File: src/rtl/chs_pkg.sv
package chs_pkg;

    typedef enum logic [1:0] {
        OP_XFER  = 2'd0,
        OP_SEEK  = 2'd1,
        OP_PARK  = 2'd2,
        OP_RECAL = 2'd3
    } chs_op_e;

    typedef enum logic [1:0] {
        S_IDLE = 2'd0,
        S_XFER = 2'd1,
        S_DONE = 2'd2
    } chs_state_e;

    typedef struct packed {
        logic wrong_cyl;
        logic cyl_err;
        logic mark_nf;
    } chs_err_t;

endpackage

File: src/rtl/chs_check.sv
module chs_check
    import chs_pkg::*;
#(
    parameter int CYL_W  = 10,
    parameter int HEAD_W = 4,
    parameter int SEC_W  = 8,
    parameter int LBA_W  = 24
) (
    input  logic [CYL_W-1:0]  pos_cyl,
    input  logic [HEAD_W:0]   geo_heads,
    input  logic [SEC_W-1:0]  geo_spt,
    input  logic [CYL_W-1:0]  req_cyl,
    input  logic [HEAD_W-1:0] req_head,
    input  logic [SEC_W-1:0]  req_sec,
    output chs_err_t          err,
    output logic [LBA_W-1:0]  lba
);
    localparam int HN_W = HEAD_W + 1;

    logic [LBA_W-1:0] track_idx;
    logic [LBA_W-1:0] sec_base;

    // Validation order: cylinder match, then head range, then sector range.
    always_comb begin
        err = '0;
        if (req_cyl != pos_cyl) begin
            err.wrong_cyl = 1'b1;
        end else if (HN_W'(req_head) >= geo_heads) begin
            err.cyl_err = 1'b1;
        end else if (req_sec > geo_spt) begin
            err.mark_nf = 1'b1;
        end
    end

    always_comb begin
        track_idx = LBA_W'(req_cyl) * LBA_W'(geo_heads) + LBA_W'(req_head);
        sec_base  = track_idx * LBA_W'(geo_spt);
        lba       = sec_base + LBA_W'(req_sec) - LBA_W'(1);
    end

endmodule

File: src/rtl/chs_step.sv
module chs_step #(
    parameter int HEAD_W = 4,
    parameter int SEC_W  = 8
) (
    input  logic [HEAD_W-1:0] cur_head,
    input  logic [SEC_W-1:0]  cur_sec,
    input  logic [HEAD_W:0]   geo_heads,
    input  logic [SEC_W-1:0]  geo_spt,
    output logic [HEAD_W-1:0] nxt_head,
    output logic [SEC_W-1:0]  nxt_sec,
    output logic              cyl_carry
);
    localparam int HN_W = HEAD_W + 1;

    always_comb begin
        nxt_sec   = cur_sec + SEC_W'(1);
        nxt_head  = cur_head;
        cyl_carry = 1'b0;
        if (cur_sec >= geo_spt) begin
            nxt_sec = SEC_W'(1);
            if (HN_W'(cur_head) + HN_W'(1) >= geo_heads) begin
                nxt_head  = '0;
                cyl_carry = 1'b1;
            end else begin
                nxt_head = cur_head + HEAD_W'(1);
            end
        end
    end

endmodule

File: src/rtl/chs_position.sv
module chs_position #(
    parameter int CYL_W = 10
) (
    input  logic             clk,
    input  logic             rst_n,
    input  logic [CYL_W-1:0] geo_cyls,
    input  logic             op_seek,
    input  logic             op_park,
    input  logic             op_recal,
    input  logic             op_step,
    input  logic [CYL_W-1:0] seek_cyl,
    output logic [CYL_W-1:0] pos_cyl,
    output logic             seek_ok,
    output logic             step_ovf
);
    localparam int CP_W = CYL_W + 1;

    assign seek_ok  = seek_cyl < geo_cyls;
    assign step_ovf = (CP_W'(pos_cyl) + CP_W'(1)) >= CP_W'(geo_cyls);

    always_ff @(posedge clk) begin
        if (!rst_n) begin
            pos_cyl <= '0;
        end else if (op_recal) begin
            pos_cyl <= '0;
        end else if (op_park) begin
            pos_cyl <= geo_cyls - CYL_W'(1);
        end else if (op_seek && seek_ok) begin
            pos_cyl <= seek_cyl;
        end else if (op_step) begin
            pos_cyl <= step_ovf ? geo_cyls - CYL_W'(1) : pos_cyl + CYL_W'(1);
        end
    end


    recal_zero_chk: assert property (@(posedge clk) disable iff (!rst_n)
        op_recal |=> pos_cyl == '0);


    clamp_hold_chk: assert property (@(posedge clk) disable iff (!rst_n)
        op_step && step_ovf && !op_seek && !op_park && !op_recal
        |=> pos_cyl == $past(geo_cyls) - CYL_W'(1));


    seek_reject_chk: assert property (@(posedge clk) disable iff (!rst_n)
        op_seek && !seek_ok && !op_park && !op_recal && !op_step |=> $stable(pos_cyl));

endmodule

File: src/rtl/chs_seq.sv
module chs_seq
    import chs_pkg::*;
#(
    parameter int CYL_W  = 10,
    parameter int HEAD_W = 4,
    parameter int SEC_W  = 8,
    parameter int CNT_W  = 8,
    parameter int LBA_W  = 24
) (
    input  logic              clk,
    input  logic              rst_n,
    input  logic [CYL_W-1:0]  geo_cyls,
    input  logic [HEAD_W:0]   geo_heads,
    input  logic [SEC_W-1:0]  geo_spt,
    input  logic              start,
    input  logic [1:0]        op,
    input  logic [CYL_W-1:0]  req_cyl,
    input  logic [HEAD_W-1:0] req_head,
    input  logic [SEC_W-1:0]  req_sec,
    input  logic [CNT_W-1:0]  req_count,
    input  logic              next,
    output logic [LBA_W-1:0]  lba,
    output logic              busy,
    output logic              done,
    output logic              last_sector,
    output logic              err_wrong_cyl,
    output logic              err_cyl,
    output logic              err_mark,
    output logic              seek_end,
    output logic [CYL_W-1:0]  pos_cyl
);
    chs_state_e        state, state_nxt;
    chs_op_e           op_kind;
    chs_err_t          err_q, chk_err;
    logic [LBA_W-1:0]  lba_q, chk_lba;
    logic [HEAD_W-1:0] cur_head, nxt_head;
    logic [SEC_W-1:0]  cur_sec, nxt_sec;
    logic [CNT_W-1:0]  remain;
    logic              seek_end_q;
    logic              cyl_carry, seek_ok, step_ovf;
    logic              accept, step_fire, last_fire, overflow;

    assign op_kind   = chs_op_e'(op);
    assign accept    = start && (state == S_IDLE);
    assign last_fire = (state == S_XFER) && next && (remain <= CNT_W'(1));
    assign step_fire = (state == S_XFER) && next && (remain > CNT_W'(1));
    assign overflow  = step_fire && cyl_carry && step_ovf;

    chs_check #(
        .CYL_W (CYL_W),
        .HEAD_W(HEAD_W),
        .SEC_W (SEC_W),
        .LBA_W (LBA_W)
    ) u_check (
        .pos_cyl  (pos_cyl),
        .geo_heads(geo_heads),
        .geo_spt  (geo_spt),
        .req_cyl  (req_cyl),
        .req_head (req_head),
        .req_sec  (req_sec),
        .err      (chk_err),
        .lba      (chk_lba)
    );

    chs_step #(
        .HEAD_W(HEAD_W),
        .SEC_W (SEC_W)
    ) u_step (
        .cur_head (cur_head),
        .cur_sec  (cur_sec),
        .geo_heads(geo_heads),
        .geo_spt  (geo_spt),
        .nxt_head (nxt_head),
        .nxt_sec  (nxt_sec),
        .cyl_carry(cyl_carry)
    );

    chs_position #(
        .CYL_W(CYL_W)
    ) u_pos (
        .clk     (clk),
        .rst_n   (rst_n),
        .geo_cyls(geo_cyls),
        .op_seek (accept && op_kind == OP_SEEK),
        .op_park (accept && op_kind == OP_PARK),
        .op_recal(accept && op_kind == OP_RECAL),
        .op_step (step_fire && cyl_carry),
        .seek_cyl(req_cyl),
        .pos_cyl (pos_cyl),
        .seek_ok (seek_ok),
        .step_ovf(step_ovf)
    );

    // State register
    always_ff @(posedge clk) begin
        if (!rst_n) state <= S_IDLE;
        else        state <= state_nxt;
    end

    // Transitions
    always_comb begin
        state_nxt = state;
        unique case (state)
            S_IDLE: begin
                if (accept) begin
                    if (op_kind == OP_XFER && chk_err == '0) state_nxt = S_XFER;
                    else                                     state_nxt = S_DONE;
                end
            end
            S_XFER: begin
                if (last_fire || overflow) state_nxt = S_DONE;
            end
            S_DONE:  state_nxt = S_IDLE;
            default: state_nxt = S_IDLE;
        endcase
    end

    // Outputs and working registers
    always_ff @(posedge clk) begin
        if (!rst_n) begin
            err_q      <= '0;
            seek_end_q <= 1'b0;
            lba_q      <= '0;
            cur_head   <= '0;
            cur_sec    <= '0;
            remain     <= '0;
        end else if (accept) begin
            seek_end_q <= 1'b0;
            err_q      <= '0;
            unique case (op_kind)
                OP_XFER: begin
                    err_q <= chk_err;
                    if (chk_err == '0) begin
                        lba_q    <= chk_lba;
                        cur_head <= req_head;
                        cur_sec  <= req_sec;
                        remain   <= (req_count == '0) ? CNT_W'(1) : req_count;
                    end
                end
                OP_SEEK: begin
                    if (seek_ok) seek_end_q <= 1'b1;
                    else         err_q      <= '{wrong_cyl: 1'b0, cyl_err: 1'b1, mark_nf: 1'b0};
                end
                OP_PARK:  seek_end_q <= 1'b1;
                OP_RECAL: seek_end_q <= 1'b0;
                default:  seek_end_q <= 1'b0;
            endcase
        end else if (overflow) begin
            err_q.cyl_err <= 1'b1;
            remain        <= '0;
        end else if (step_fire) begin
            lba_q    <= lba_q + LBA_W'(1);
            cur_head <= nxt_head;
            cur_sec  <= nxt_sec;
            remain   <= remain - CNT_W'(1);
        end else if (last_fire) begin
            remain <= '0;
        end
    end

    assign lba           = lba_q;
    assign busy          = (state == S_XFER);
    assign done          = (state == S_DONE);
    assign last_sector   = busy && (remain == CNT_W'(1));
    assign err_wrong_cyl = err_q.wrong_cyl;
    assign err_cyl       = err_q.cyl_err;
    assign err_mark      = err_q.mark_nf;
    assign seek_end      = seek_end_q;


    wrong_cyl_reject_chk: assert property (@(posedge clk) disable iff (!rst_n)
        accept && op_kind == OP_XFER && req_cyl != pos_cyl
        |=> done && err_wrong_cyl && !busy);


    single_err_chk: assert property (@(posedge clk) disable iff (!rst_n)
        $onehot0({err_wrong_cyl, err_cyl, err_mark}));


    lba_step_chk: assert property (@(posedge clk) disable iff (!rst_n)
        step_fire && !overflow |=> lba == $past(lba) + LBA_W'(1));


    last_done_chk: assert property (@(posedge clk) disable iff (!rst_n)
        busy && next && last_sector |=> done && !busy);


    busy_start_ignore_chk: assert property (@(posedge clk) disable iff (!rst_n)
        busy && start && !next |=> busy && $stable(pos_cyl));

endmodule

File: config.mk
export PLATFORM = sky130hd
export DESIGN_NAME = chs_seq
export DESIGN_NICKNAME = d
export VERILOG_FILES = /design/src/rtl/chs_pkg.sv /design/src/rtl/chs_check.sv /design/src/rtl/chs_step.sv /design/src/rtl/chs_position.sv /design/src/rtl/chs_seq.sv
export SDC_FILE = /design/constraint.sdc
export NUM_CORES = 1
export LEC_CHECK = 0
export ABC_AREA = 1
export BUFFER_PORTS_ARGS = -buffer_cell sky130_fd_sc_hd__buf_2
export CAP_MARGIN = 25
export CORE_UTILIZATION = 50
export CTS_CLUSTER_DIAMETER = 150
export DETAILED_ROUTE_END_ITERATION = 12
export GPL_TIMING_DRIVEN = 0
export PLACE_DENSITY = 0.75
export SYNTH_ARGS = -nofsm -noshare
export SYNTH_HDL_FRONTEND = slang
export SYNTH_SLANG_ARGS = --single-unit
File: constraint.sdc
create_clock -name clk -period 8.2 [get_ports clk]
set_input_delay 0.82 -clock clk [delete_from_list [all_inputs] [get_ports clk]]
set_output_delay 0.82 -clock clk [all_outputs]
set_load 0.1 [all_outputs]
==> flow_summary.json <==
{
  "status": "finished, final reports clean",
  "cts_buffer_depth": 2,
  "vias_per_cell": 5.303,
  "fmax_mhz": 126.7,
  "cts_hold_buffers": 0,
  "clockRootBuffer": "clkbuf_16",
  "top_layer": "met4",
  "grt_pass1_vias": 12070,
  "grt_antenna_before_repair": 1,
  "synth_cell_types": 41,
  "drc": 0,
  "ys_async_sr_fraction": 0,
  "clock_sinks": 60,
  "fin_crit_sh": 0.9628,
  "pin_count": 100,
  "cp-end-kind": "register",
  "drt-met1-wl_um": 15210,
  "initial_utilization": 0.5114,
  "vias": 12420,
  "cp_common_cell": "nand2_1",
  "drtAntennaViolNets": 0,
  "hold_depth": 2,
  "coreArea_sq_mm": 0.02446,
  "seqCellArea_sq_mm": 0.001201,
  "wirelength_um": 34940,
  "drtIter0Drc": 955,
  "synth_area_sq_mm": 0.01251,
  "syn_avg_cell_area_sq_um": 6.540,
  "period_minus_slack_ps": 7895,
  "cp-start-kind": "input pin",
  "h-tree-depth": 3,
  "area_growth_pct": 12.39,
  "route.met2.wl_um": 15970,
  "critPathKind": "in -> reg",
  "reg2regPathDepth": 21,
  "synth.yosys.seq_area_share": 0.09601,
  "ys.flop_type": "dfxtp_1",
  "tritoncts": "done",
  "fp-row-count": 57,
  "fin_worst_skew_ps": 7.106,
  "multiInputGateArea_sq_mm": 0.01000,
  "fill_cells": 2443,
  "insertion_delay_ps": 340,
  "gp_congestion": 0.9595,
  "placed_area_sq_mm": 0.01338,
  "fp.dieH_um": 160.2,
  "slew_viol_final": 0,
  "grt_start_max_net_pins": 14,
  "setup_violations": 0,
  "track_usage": 0.2790,
  "wire_per_inst_um": 14.92,
  "drive_gt1_frac": 0.1031,
  "portBuffers": 92,
  "clk_pin_slew_ps": 50,
  "cp_data_arrival_time_ps": 8170,
  "holdWs_ps": 477.9,
  "synth_enable_flop_cells": 0,
  "tightest_slew_ps": 804.6,
  "hold_path_class": "reg -> reg",
  "synth_nets": 2255,
  "ys_ff_latch": 60,
  "synth_cells": 1913,
  "fin_area_sq_mm": 0.01406,
  "max_cap_violations": 0,
  "grt_pass1_wl_um": 57950,
  "relSlewSlack": 0.4636,
  "die_w_um": 160.2,
  "cp_slowest_stage_delay_ps": 550,
  "worstPathMaxFanout": 13,
  "dr.pass1.iters": 7,
  "fin_nets": 2355,
  "crit_slowest_cell": "fa_1",
  "cts_buffers": 9,
  "grt_overflow_total": 0,
  "dp.final_hpwl_um": 28390,
  "synthesis.yosys.warnings": 0,
  "cp_data_required_time_ps": 8470,
  "hold_viol_final": 0,
  "met3_length_um": 2476,
  "dieArea_sq_mm": 0.02566
}
==> worst max-delay path: cells and delay by family <==
family	cells	cell delay, ps
adder cells (fa/ha/maj)	10	4570
buffers and inverters	7	500
XOR/XNOR	1	240
AND/OR/NAND/NOR	14	1400
AO/OA/AOI/OAI	4	620
==> layout make-up <==
class | count | area share
inverter | 378 | 0.1009
clock inverter | 1 | 0.002136
antenna | 1 | 0.0001780
sequential | 60 | 0.08542
multi-input combinational | 1425 | 0.7113
tap | 324 | 0.02883
clock buffer | 14 | 0.01949
timing repair buffer | 96 | 0.03559
buffer | 43 | 0.01611
==> layer usage <==
layer,vias to the layer above,global-route usage
met5,-,0
met4,0,0.1078
met3,97,0.03636
met2,453,0.4682
met1,5796,0.3640
li1,6073,-
==> placed cells by master, fill, tap and decap left out, types with 5 or more instances in the layout <==
cell type  synthesis  final
clkbuf_1          37     31
dfxtp_1           60     60
ha_4               0     10
nor3_1            12     12
clkbuf_16          0      9
o21ai_0           57     47
a21oi_1           82     73
clkinv_1           5      5
nand3_1          105    101
nand2_2            4     15
buf_2              4     91
a21oi_2            0      9
nor2_1           212    200
xnor2_1           18     17
ha_2               0      5
nand2_1          520    509
fa_1             123    122
inv_2              4      7
ha_1             160    145
nor2_2             1      8
nand3_2            2      6
xor2_2             0      5
or2_2             10      8
o21ai_1           17     24
xor2_1            44     39
nand3b_1           5      5
clkbuf_4           0      6
nand4_1           23     23
nor2_4             2      7
inv_1            369    366
==> state kept, by name, summed over array words and instances, names as in the netlist <==
signal and count:
seek_end 1, state 2, cur_sec 8, err_cyl 1, remain 8, cur_head 4, err_wrong_cyl 1, lba 24
err_mark 1, u_pos.pos_cyl 10
==> per-stage QoR <==
stage                     setup TNS, ps  instances  utilization  worst slack (ps)
after floorplan                       0       1913            -             349.6
after global placement           -11340       2329       0.5468            -815.5
after detailed placement         -11450       2329       0.5468            -829.2
after CTS                             0       2337       0.5588             3.628
after global routing             -192.1       2342       0.5748            -87.80
final                                 0       2342       0.5748             304.9
==> kinds of logic after synthesis <==
group	synth area share
xor+xnor	0.04340
fa+ha+maj	0.3568
mux	0.001600
buf+inv	0.1331
simple gates	0.2943
flops	0.09601
compound gates	0.07471
==> final timing paths <==
path,endpoint,start,slack [ps]
max,lba[15]$_SDFFE_PN0P_,geo_heads[4],300
min,seek_end$_SDFFE_PN0P_,seek_end$_SDFFE_PN0P_,480
max reg2reg,lba[6]$_SDFFE_PN0P_,u_pos.pos_cyl[0]$_SDFFE_PP0P_,4840
min reg2reg,seek_end$_SDFFE_PN0P_,seek_end$_SDFFE_PN0P_,480
==> cells in the mapped netlist (all sizes together) (23+ instances only) <==
library cell  count  area [sq um]
a21oi            82         410.4
clkbuf           37         138.9
dfxtp            60          1201
fa              123          2462
ha              160          2002
inv             373          1400
nand2           524          1977
nand3           107         545.5
nand4            23         143.9
nor2            215         824.5
o21ai            74         370.3
xor2             44         385.4
==> what timing repair did <==
item | CTS | global route
gates resized for setup | 3 | 98
setup endpoints to repair | 17 | 18
setup buffers | 0 | 4
pin swaps | 0 | 15
Power is not shown: default switching activity piles up to over one toggle a cycle in this logic, so the estimate is an artifact.
